[config.mk]
export PLATFORM = sky130hd
export DESIGN_NAME = vss_volume
export DESIGN_NICKNAME = d
export VERILOG_FILES = /design/src/rtl/vss_pkg.sv /design/src/rtl/vss_ramp.sv /design/src/rtl/vss_gain.sv /design/src/rtl/vss_volume.sv
export SDC_FILE = /design/constraint.sdc
export NUM_CORES = 2
export LEC_CHECK = 0
export BUFFER_PORTS_ARGS = -buffer_cell sky130_fd_sc_hd__buf_2
export CAP_MARGIN = 40
export CELL_PAD_IN_SITES_DETAIL_PLACEMENT = 1
export CELL_PAD_IN_SITES_GLOBAL_PLACEMENT = 1
export CORE_MARGIN = 2
export CORE_UTILIZATION = 35
export DETAILED_ROUTE_END_ITERATION = 10
export PLACE_DENSITY = 0.59
export SYNTH_ARGS = -nofsm -noshare
export SYNTH_HDL_FRONTEND = slang
export SYNTH_HIERARCHICAL = 1
export SYNTH_SLANG_ARGS = --single-unit
[constraint.sdc]
create_clock -name clk -period 11.9 [get_ports clk]
set_input_delay 2.38 -clock clk [delete_from_list [all_inputs] [get_ports clk]]
set_output_delay 2.38 -clock clk [all_outputs]
set_load 0.01 [all_outputs]
[src/rtl/vss_pkg.sv]
package vss_pkg;

    localparam int NCH       = 2;
    localparam int CODE_W    = 7;
    localparam int LVL_W     = CODE_W + 1;
    localparam int MANT_W    = 17;
    localparam int MANT_FRAC = 15;
    localparam int OCT_STEPS = 12;
    localparam logic [LVL_W-1:0] LVL_SILENT = LVL_W'(1 << CODE_W);

    typedef struct packed {
        logic [NCH-1:0][LVL_W-1:0] tgt;
        logic                      div;
        logic                      ovalid;
    } vss_ctl_t;

    // Q15 gain of each half-decibel step within one 6 dB octave
    function automatic logic [MANT_W-1:0] oct_mant(input logic [3:0] k);
        case (k)
            4'd0:    oct_mant = 17'd32768;
            4'd1:    oct_mant = 17'd30935;
            4'd2:    oct_mant = 17'd29205;
            4'd3:    oct_mant = 17'd27571;
            4'd4:    oct_mant = 17'd26029;
            4'd5:    oct_mant = 17'd24573;
            4'd6:    oct_mant = 17'd23198;
            4'd7:    oct_mant = 17'd21900;
            4'd8:    oct_mant = 17'd20675;
            4'd9:    oct_mant = 17'd19519;
            4'd10:   oct_mant = 17'd18427;
            4'd11:   oct_mant = 17'd17396;
            default: oct_mant = 17'd0;
        endcase
    endfunction

    function automatic logic [LVL_W-1:0] code_to_lvl(input logic [CODE_W-1:0] code,
                                                     input logic              mute);
        code_to_lvl = mute ? LVL_SILENT : {1'b0, code};
    endfunction

endpackage

[src/rtl/vss_ramp.sv]
module vss_ramp
    import vss_pkg::*;
(
    input  logic             clk,
    input  logic             rst_n,
    input  logic             ramp_en_i,
    input  logic             valid_i,
    input  logic             step_ok_i,
    input  logic [LVL_W-1:0] tgt_i,
    output logic [LVL_W-1:0] lvl_o
);

    typedef struct packed {
        logic [LVL_W-1:0] lvl;
    } ramp_st_t;

    ramp_st_t st_d, st_q;

    always_comb begin
        st_d = st_q;
        if (!ramp_en_i) begin
            st_d.lvl = tgt_i;
        end else if (valid_i && step_ok_i) begin
            if (st_q.lvl < tgt_i) begin
                st_d.lvl = st_q.lvl + LVL_W'(1);
            end else if (st_q.lvl > tgt_i) begin
                st_d.lvl = st_q.lvl - LVL_W'(1);
            end
        end
    end

    always_ff @(posedge clk or negedge rst_n) begin
        if (!rst_n) begin
            st_q.lvl <= LVL_SILENT;
        end else begin
            st_q <= st_d;
        end
    end

    assign lvl_o = st_q.lvl;

    AST_LVL_RANGE: assert property (@(posedge clk) disable iff (!rst_n)
        st_q.lvl <= LVL_SILENT);
    AST_IDLE_HOLD: assert property (@(posedge clk) disable iff (!rst_n)
        (ramp_en_i && !valid_i) |=> $stable(st_q.lvl));
    AST_ONE_STEP: assert property (@(posedge clk) disable iff (!rst_n)
        ramp_en_i |=> (st_q.lvl == $past(st_q.lvl) ||
                       st_q.lvl == $past(st_q.lvl) + LVL_W'(1) ||
                       st_q.lvl + LVL_W'(1) == $past(st_q.lvl)));
    AST_JUMP: assert property (@(posedge clk) disable iff (!rst_n)
        !ramp_en_i |=> st_q.lvl == $past(tgt_i));

endmodule

[src/rtl/vss_gain.sv]
module vss_gain
    import vss_pkg::*;
#(
    parameter int SMP_W = 16
) (
    input  logic                    clk,
    input  logic                    rst_n,
    input  logic                    valid_i,
    input  logic signed [SMP_W-1:0] smp_i,
    input  logic [LVL_W-1:0]        lvl_i,
    output logic signed [SMP_W-1:0] smp_o
);

    localparam int PW = SMP_W + MANT_W + 1;
    localparam logic signed [PW-1:0] MAXV = PW'((2 ** (SMP_W - 1)) - 1);
    localparam logic signed [PW-1:0] MINV = -MAXV - PW'(1);

    typedef struct packed {
        logic signed [SMP_W-1:0] smp;
    } gain_st_t;

    gain_st_t st_d, st_q;

    logic [3:0]              idx;
    logic [5:0]              sh;
    logic signed [PW-1:0]    opa, opb, prod, half, biased, shifted;
    logic signed [SMP_W-1:0] scaled;

    always_comb begin
        idx     = 4'(lvl_i % LVL_W'(OCT_STEPS));
        sh      = 6'(MANT_FRAC) + 6'(lvl_i / LVL_W'(OCT_STEPS));
        opa     = PW'(smp_i);
        opb     = $signed(PW'(oct_mant(idx)));
        prod    = opa * opb;
        half    = '0;
        half[sh - 6'd1] = 1'b1;
        biased  = prod + half;
        shifted = biased >>> sh;
        if (lvl_i >= LVL_SILENT) begin
            scaled = '0;
        end else if (shifted > MAXV) begin
            scaled = MAXV[SMP_W-1:0];
        end else if (shifted < MINV) begin
            scaled = MINV[SMP_W-1:0];
        end else begin
            scaled = shifted[SMP_W-1:0];
        end

        st_d = st_q;
        if (valid_i) begin
            st_d.smp = scaled;
        end
    end

    always_ff @(posedge clk or negedge rst_n) begin
        if (!rst_n) begin
            st_q.smp <= '0;
        end else begin
            st_q <= st_d;
        end
    end

    assign smp_o = st_q.smp;

    AST_SILENT_ZERO: assert property (@(posedge clk) disable iff (!rst_n)
        (valid_i && lvl_i == LVL_SILENT) |=> smp_o == '0);
    AST_OUT_HOLD: assert property (@(posedge clk) disable iff (!rst_n)
        !valid_i |=> $stable(smp_o));
    AST_NO_GROWTH: assert property (@(posedge clk) disable iff (!rst_n)
        (valid_i && !smp_i[SMP_W-1]) |=> (smp_o <= smp_i_d1));

    logic signed [SMP_W-1:0] smp_i_d1;
    always_ff @(posedge clk or negedge rst_n) begin
        if (!rst_n) begin
            smp_i_d1 <= '0;
        end else begin
            smp_i_d1 <= smp_i;
        end
    end

endmodule

[src/rtl/vss_volume.sv]
module vss_volume
    import vss_pkg::*;
#(
    parameter int SMP_W = 16
) (
    input  logic                    clk,
    input  logic                    rst_n,
    input  logic                    in_valid,
    input  logic signed [SMP_W-1:0] in_left,
    input  logic signed [SMP_W-1:0] in_right,
    input  logic                    tgt_left_wr,
    input  logic [CODE_W-1:0]       tgt_left_code,
    input  logic                    tgt_left_mute,
    input  logic                    tgt_right_wr,
    input  logic [CODE_W-1:0]       tgt_right_code,
    input  logic                    tgt_right_mute,
    input  logic                    master_wr,
    input  logic [CODE_W-1:0]       master_code,
    input  logic                    master_mute,
    input  logic                    ramp_en,
    input  logic                    ramp_slow,
    output logic                    out_valid,
    output logic signed [SMP_W-1:0] out_left,
    output logic signed [SMP_W-1:0] out_right,
    output logic [LVL_W-1:0]        lvl_left,
    output logic [LVL_W-1:0]        lvl_right,
    output logic                    settled
);

    vss_ctl_t ctl_d, ctl_q;

    logic                    ch_wr    [NCH];
    logic [LVL_W-1:0]        ch_lvl_w [NCH];
    logic signed [SMP_W-1:0] smp_in   [NCH];
    logic signed [SMP_W-1:0] smp_out  [NCH];
    logic [LVL_W-1:0]        lvl      [NCH];
    logic                    step_ok;

    assign ch_wr[0]    = tgt_left_wr;
    assign ch_wr[1]    = tgt_right_wr;
    assign ch_lvl_w[0] = code_to_lvl(tgt_left_code, tgt_left_mute);
    assign ch_lvl_w[1] = code_to_lvl(tgt_right_code, tgt_right_mute);
    assign smp_in[0]   = in_left;
    assign smp_in[1]   = in_right;

    always_comb begin
        ctl_d = ctl_q;
        for (int c = 0; c < NCH; c++) begin
            if (master_wr) begin
                ctl_d.tgt[c] = code_to_lvl(master_code, master_mute);
            end else if (ch_wr[c]) begin
                ctl_d.tgt[c] = ch_lvl_w[c];
            end
        end
        if (!ramp_slow) begin
            ctl_d.div = 1'b0;
        end else if (in_valid) begin
            ctl_d.div = ~ctl_q.div;
        end
        ctl_d.ovalid = in_valid;
    end

    always_ff @(posedge clk or negedge rst_n) begin
        if (!rst_n) begin
            ctl_q.tgt    <= {NCH{LVL_SILENT}};
            ctl_q.div    <= 1'b0;
            ctl_q.ovalid <= 1'b0;
        end else begin
            ctl_q <= ctl_d;
        end
    end

    assign step_ok = !ramp_slow || ctl_q.div;

    for (genvar c = 0; c < NCH; c++) begin : g_ch
        vss_ramp u_ramp (
            .clk       (clk),
            .rst_n     (rst_n),
            .ramp_en_i (ramp_en),
            .valid_i   (in_valid),
            .step_ok_i (step_ok),
            .tgt_i     (ctl_q.tgt[c]),
            .lvl_o     (lvl[c])
        );
        vss_gain #(.SMP_W(SMP_W)) u_gain (
            .clk     (clk),
            .rst_n   (rst_n),
            .valid_i (in_valid),
            .smp_i   (smp_in[c]),
            .lvl_i   (lvl[c]),
            .smp_o   (smp_out[c])
        );
    end

    assign out_valid = ctl_q.ovalid;
    assign out_left  = smp_out[0];
    assign out_right = smp_out[1];
    assign lvl_left  = lvl[0];
    assign lvl_right = lvl[1];

    always_comb begin
        settled = 1'b1;
        for (int c = 0; c < NCH; c++) begin
            if (lvl[c] != ctl_q.tgt[c]) begin
                settled = 1'b0;
            end
        end
    end

    AST_MASTER_BOTH: assert property (@(posedge clk) disable iff (!rst_n)
        master_wr |=> ctl_q.tgt[0] == ctl_q.tgt[1]);
    AST_OUT_STROBE: assert property (@(posedge clk) disable iff (!rst_n)
        in_valid |=> out_valid);
    AST_SETTLED_KEEP: assert property (@(posedge clk) disable iff (!rst_n)
        (settled && !master_wr && !tgt_left_wr && !tgt_right_wr) |=> settled);
    AST_SLOW_SKIP: assert property (@(posedge clk) disable iff (!rst_n)
        (ramp_en && ramp_slow && in_valid && !ctl_q.div) |=> $stable(lvl_left));

endmodule

==> flow_summary.yaml <==
status:
  outcome: "complete, but fails checks"
  violations: "design-rule violations"
floorplan:
  io_pins: 114
  die_x_um: 303
  die-height_um: 303
  rows: 109
  die_area_mm2: 0.0918
  fp.coreArea_mm2: 0.0885
  start_util_pct: 35.4
critical_path:
  crit_required_ns: 12.12
  crit_arrival_ns: 11.28
  slowest_delay_ns: 0.65
  slowest_stage: "dfrtp_1"
  cp-start-kind: "register"
  cpMostUsedCell: "fa_1"
  criticalPathCategory: "register to register"
  r2r-start: "g_ch[1].u_ramp/lvl_o[4]$_DFFE_PN0P_"
  crit_path_end_kind: "register"
  critical_path.startpoint: "g_ch[1].u_ramp/lvl_o[4]$_DFFE_PN0P_"
  path_max_fanout: 17
clock_tree:
  cts_hold_buf: 0
  cts_tree: "yes"
  clk_path_buf_depth: 2
  post_cts_buffers: 0
  clock_sinks: 66
  cts_made_buffers: 9
  clock_latency_ns: 0.36
  root_buffer: "clkbuf_16"
  h-tree-depth: 3
  clkTransAtPathRegs_ns: 0.07
drt:
  viasPerCell: 5.50
  drtIter0Drc: 1235
  wire_per_inst_um: 21.1
  wl_mm: 107
  antenna_left: 0
  dr_total_vias: 27807
  remaining_drc_errors: 18
  dr.pass1.iters: 8
sta:
  final.setup_skew_ns: 0.0157
  setup-violations-final: 0
  whs_ns: 0.516
  hold_viol: 0
  finalMaxSlewViolations: 0
  finalSetupTns_ns: 0
  relSlewSlack_pct: 39.9
  period_share_pct: 92.9
  tightest_slew_ns: 0.890
  fin_crit_ns: 11.06
  max_freq_mhz: 90.4
  rsz0062_at_grt: "no"
global_route:
  grt_max_degree: 52
  grt_pass1_wl_mm: 173
  track_usage_pct: 23.9
  antenna_found_initial: 1
  grt_pass1_vias: 30298
  grt_overflow: 0
synth:
  post-synth-top-count-cell: "inv_1"
  synth_edf_count: 0
  syn_area_mm2: 0.0313
  postSynthCellCount: 3883
  yosys.area.top_type: "fa_1"
  synth_top_area_share_pct: 29.2
  synth_area_leaders: "fa_1 29%, ha_1 12%, inv_1 7.0%"
  synth-async-reset-ratio_pct: 100
  yosysWarnings: 6
  synth_cell_types: 110
  syn_area_per_cell_um2: 8.06
  synthTopCellsByCount: "587 x inv_1, 456 x fa_1, 441 x nand2_1"
  yosysSeqAreaShare_pct: 5.29
  synth_seq_cells: 66
  ys.flop_type: "dfrtp_1"
layout:
  drive_gt1_share_pct: 8.32
  multi_input_area_mm2: 0.0266
  syn2layout_area_growth_pct: 6.98
  layout.nets: 4697
  regArea_mm2: 0.00166
  fillCellCount: 10718
hold_path:
  hold_path_class: "register to register"
  min_from: "g_ch[0].u_gain/smp_o[9]$_DFFE_PN0P_"
place:
  globalplace.congestion: 0.899
  port_buffers: 113
  dpl.hpwl_mm: 87.8
flow_run:
  max_cap_viol_count: 0
## through the flow
| stage | cell area, um^2 | instances | util, % | setup slack (ns) |
|---|---|---|---|---|
| 4_1_cts | 33500 | 5057 | 37.8 | 0.497 |
| 3_3_place_gp | 33100 | 5037 | 37.4 | 0.320 |
| 3_5_place_dp | 33200 | 5041 | 37.5 | 0.534 |
| 2_1_floorplan | 31300 | 3887 | - | 1.67 |
| 5_1_grt | 33500 | 5057 | 37.8 | 0.0538 |
| 6_report | 33500 | 5059 | 37.8 | 0.839 |
## sequential cells by signal, summed over array words and instances (netlist names)
name,flops
g_ch.u_gain/smp_o,32
ctl_q,17
g_ch.u_ramp/lvl_o,16
out_valid,1
## cell usage in the layout, fill, tap and decap left out, drive strengths merged, types with 11 or more instances in the layout
| master | netlist | final |
|---|---|---|
| a31oi | 27 | 27 |
| a211oi | 63 | 63 |
| a211o | 12 | 12 |
| o211ai | 49 | 49 |
| nor4 | 23 | 23 |
| and3 | 47 | 47 |
| a221o | 21 | 21 |
| nand2 | 441 | 441 |
| nand4 | 33 | 33 |
| nand2b | 21 | 21 |
| xor2 | 22 | 22 |
| or3 | 27 | 27 |
| nor3 | 65 | 65 |
| a221oi | 21 | 21 |
| nor2b | 26 | 26 |
| o2111ai | 12 | 12 |
| a22oi | 28 | 28 |
| mux2 | 17 | 17 |
| dfrtp | 62 | 62 |
| fa | 456 | 456 |
| inv | 588 | 590 |
| mux2i | 68 | 68 |
| a21boi | 16 | 16 |
| or2 | 16 | 16 |
| o21a | 19 | 19 |
| a21oi | 209 | 209 |
| o21ai | 111 | 111 |
| nor2 | 251 | 251 |
| o311ai | 11 | 11 |
| o221ai | 15 | 15 |
| xnor2 | 61 | 61 |
| and2 | 269 | 269 |
| o22ai | 19 | 19 |
| a21o | 37 | 37 |
| a2111oi | 13 | 13 |
| nand3 | 56 | 56 |
| buf | 73 | 204 |
| ha | 290 | 290 |
## path summary, 6_finish.rpt
kind	endpoint	slack (ns)	depth (start not counted)
hold / removal	g_ch[0].u_gain/smp_o[9]$_DFFE_PN0P_	0.52	1
setup / recovery	g_ch[1].u_gain/smp_o[11]$_DFFE_PN0P_	0.84	32
hold reg to reg	g_ch[0].u_gain/smp_o[9]$_DFFE_PN0P_	0.52	1
max in group asynchronous	g_ch[1].u_ramp/lvl_o[5]$_DFFE_PN0P_	8.93	2
setup reg to reg	g_ch[1].u_gain/smp_o[11]$_DFFE_PN0P_	0.84	32
min in group asynchronous	g_ch[1].u_gain/smp_o[0]$_DFFE_PN0P_	1.94	1
## worst max-delay path: cells and delay by family, from the launching register on
kind                     cells  cell delay, ns
AND/OR/NAND/NOR             10            2.99
buffers and inverters        4            0.79
adder cells (fa/ha/maj)      7            3.61
flip-flops                   1            0.65
AO/OA/AOI/OAI               11            2.88
## metal layers
layer	vias up	GRT usage [%]	routed length (um)
met5	-	0	0
met4	0	4.26	1950
met3	101	1.17	2210
met2	365	45.5	56800
met1	14346	29.9	45800
li1	12995	-	-
## kinds of logic (layout without fill, tap and decap cells)
family	count (synthesis)	after routing	synth area share [%]
and+or+nand+nor	1310	1310	20.5
DFF	66	66	5.29
adders and majority gates	748	748	40.8
buffers and inverters	803	808	10.1
AOI/OAI and AO/OA	778	778	17.5
other	2	8	0.0240
xor gates and xnor gates	83	83	2.37
muxes	93	93	3.36
## cell type report
class                           count  area share, %
Multi-Input combinational cell   3018           79.4
Clock inverter                      7          0.228
Inverter                          588           6.59
Sequential cell                    66           4.96
Timing Repair Buffer              204           3.82
Tap cell                         1165           4.35
Antenna cell                        2         0.0150
Clock buffer                        9          0.673
## what timing repair did
item	CTS	global route
hold endpoints to repair	0	0
resized for setup	0	5
endpoints found under the setup margin	0	16
Power is left out: the tool's default activity adds up to more than one toggle a clock period on the data nets, which glitch-free logic cannot reach.
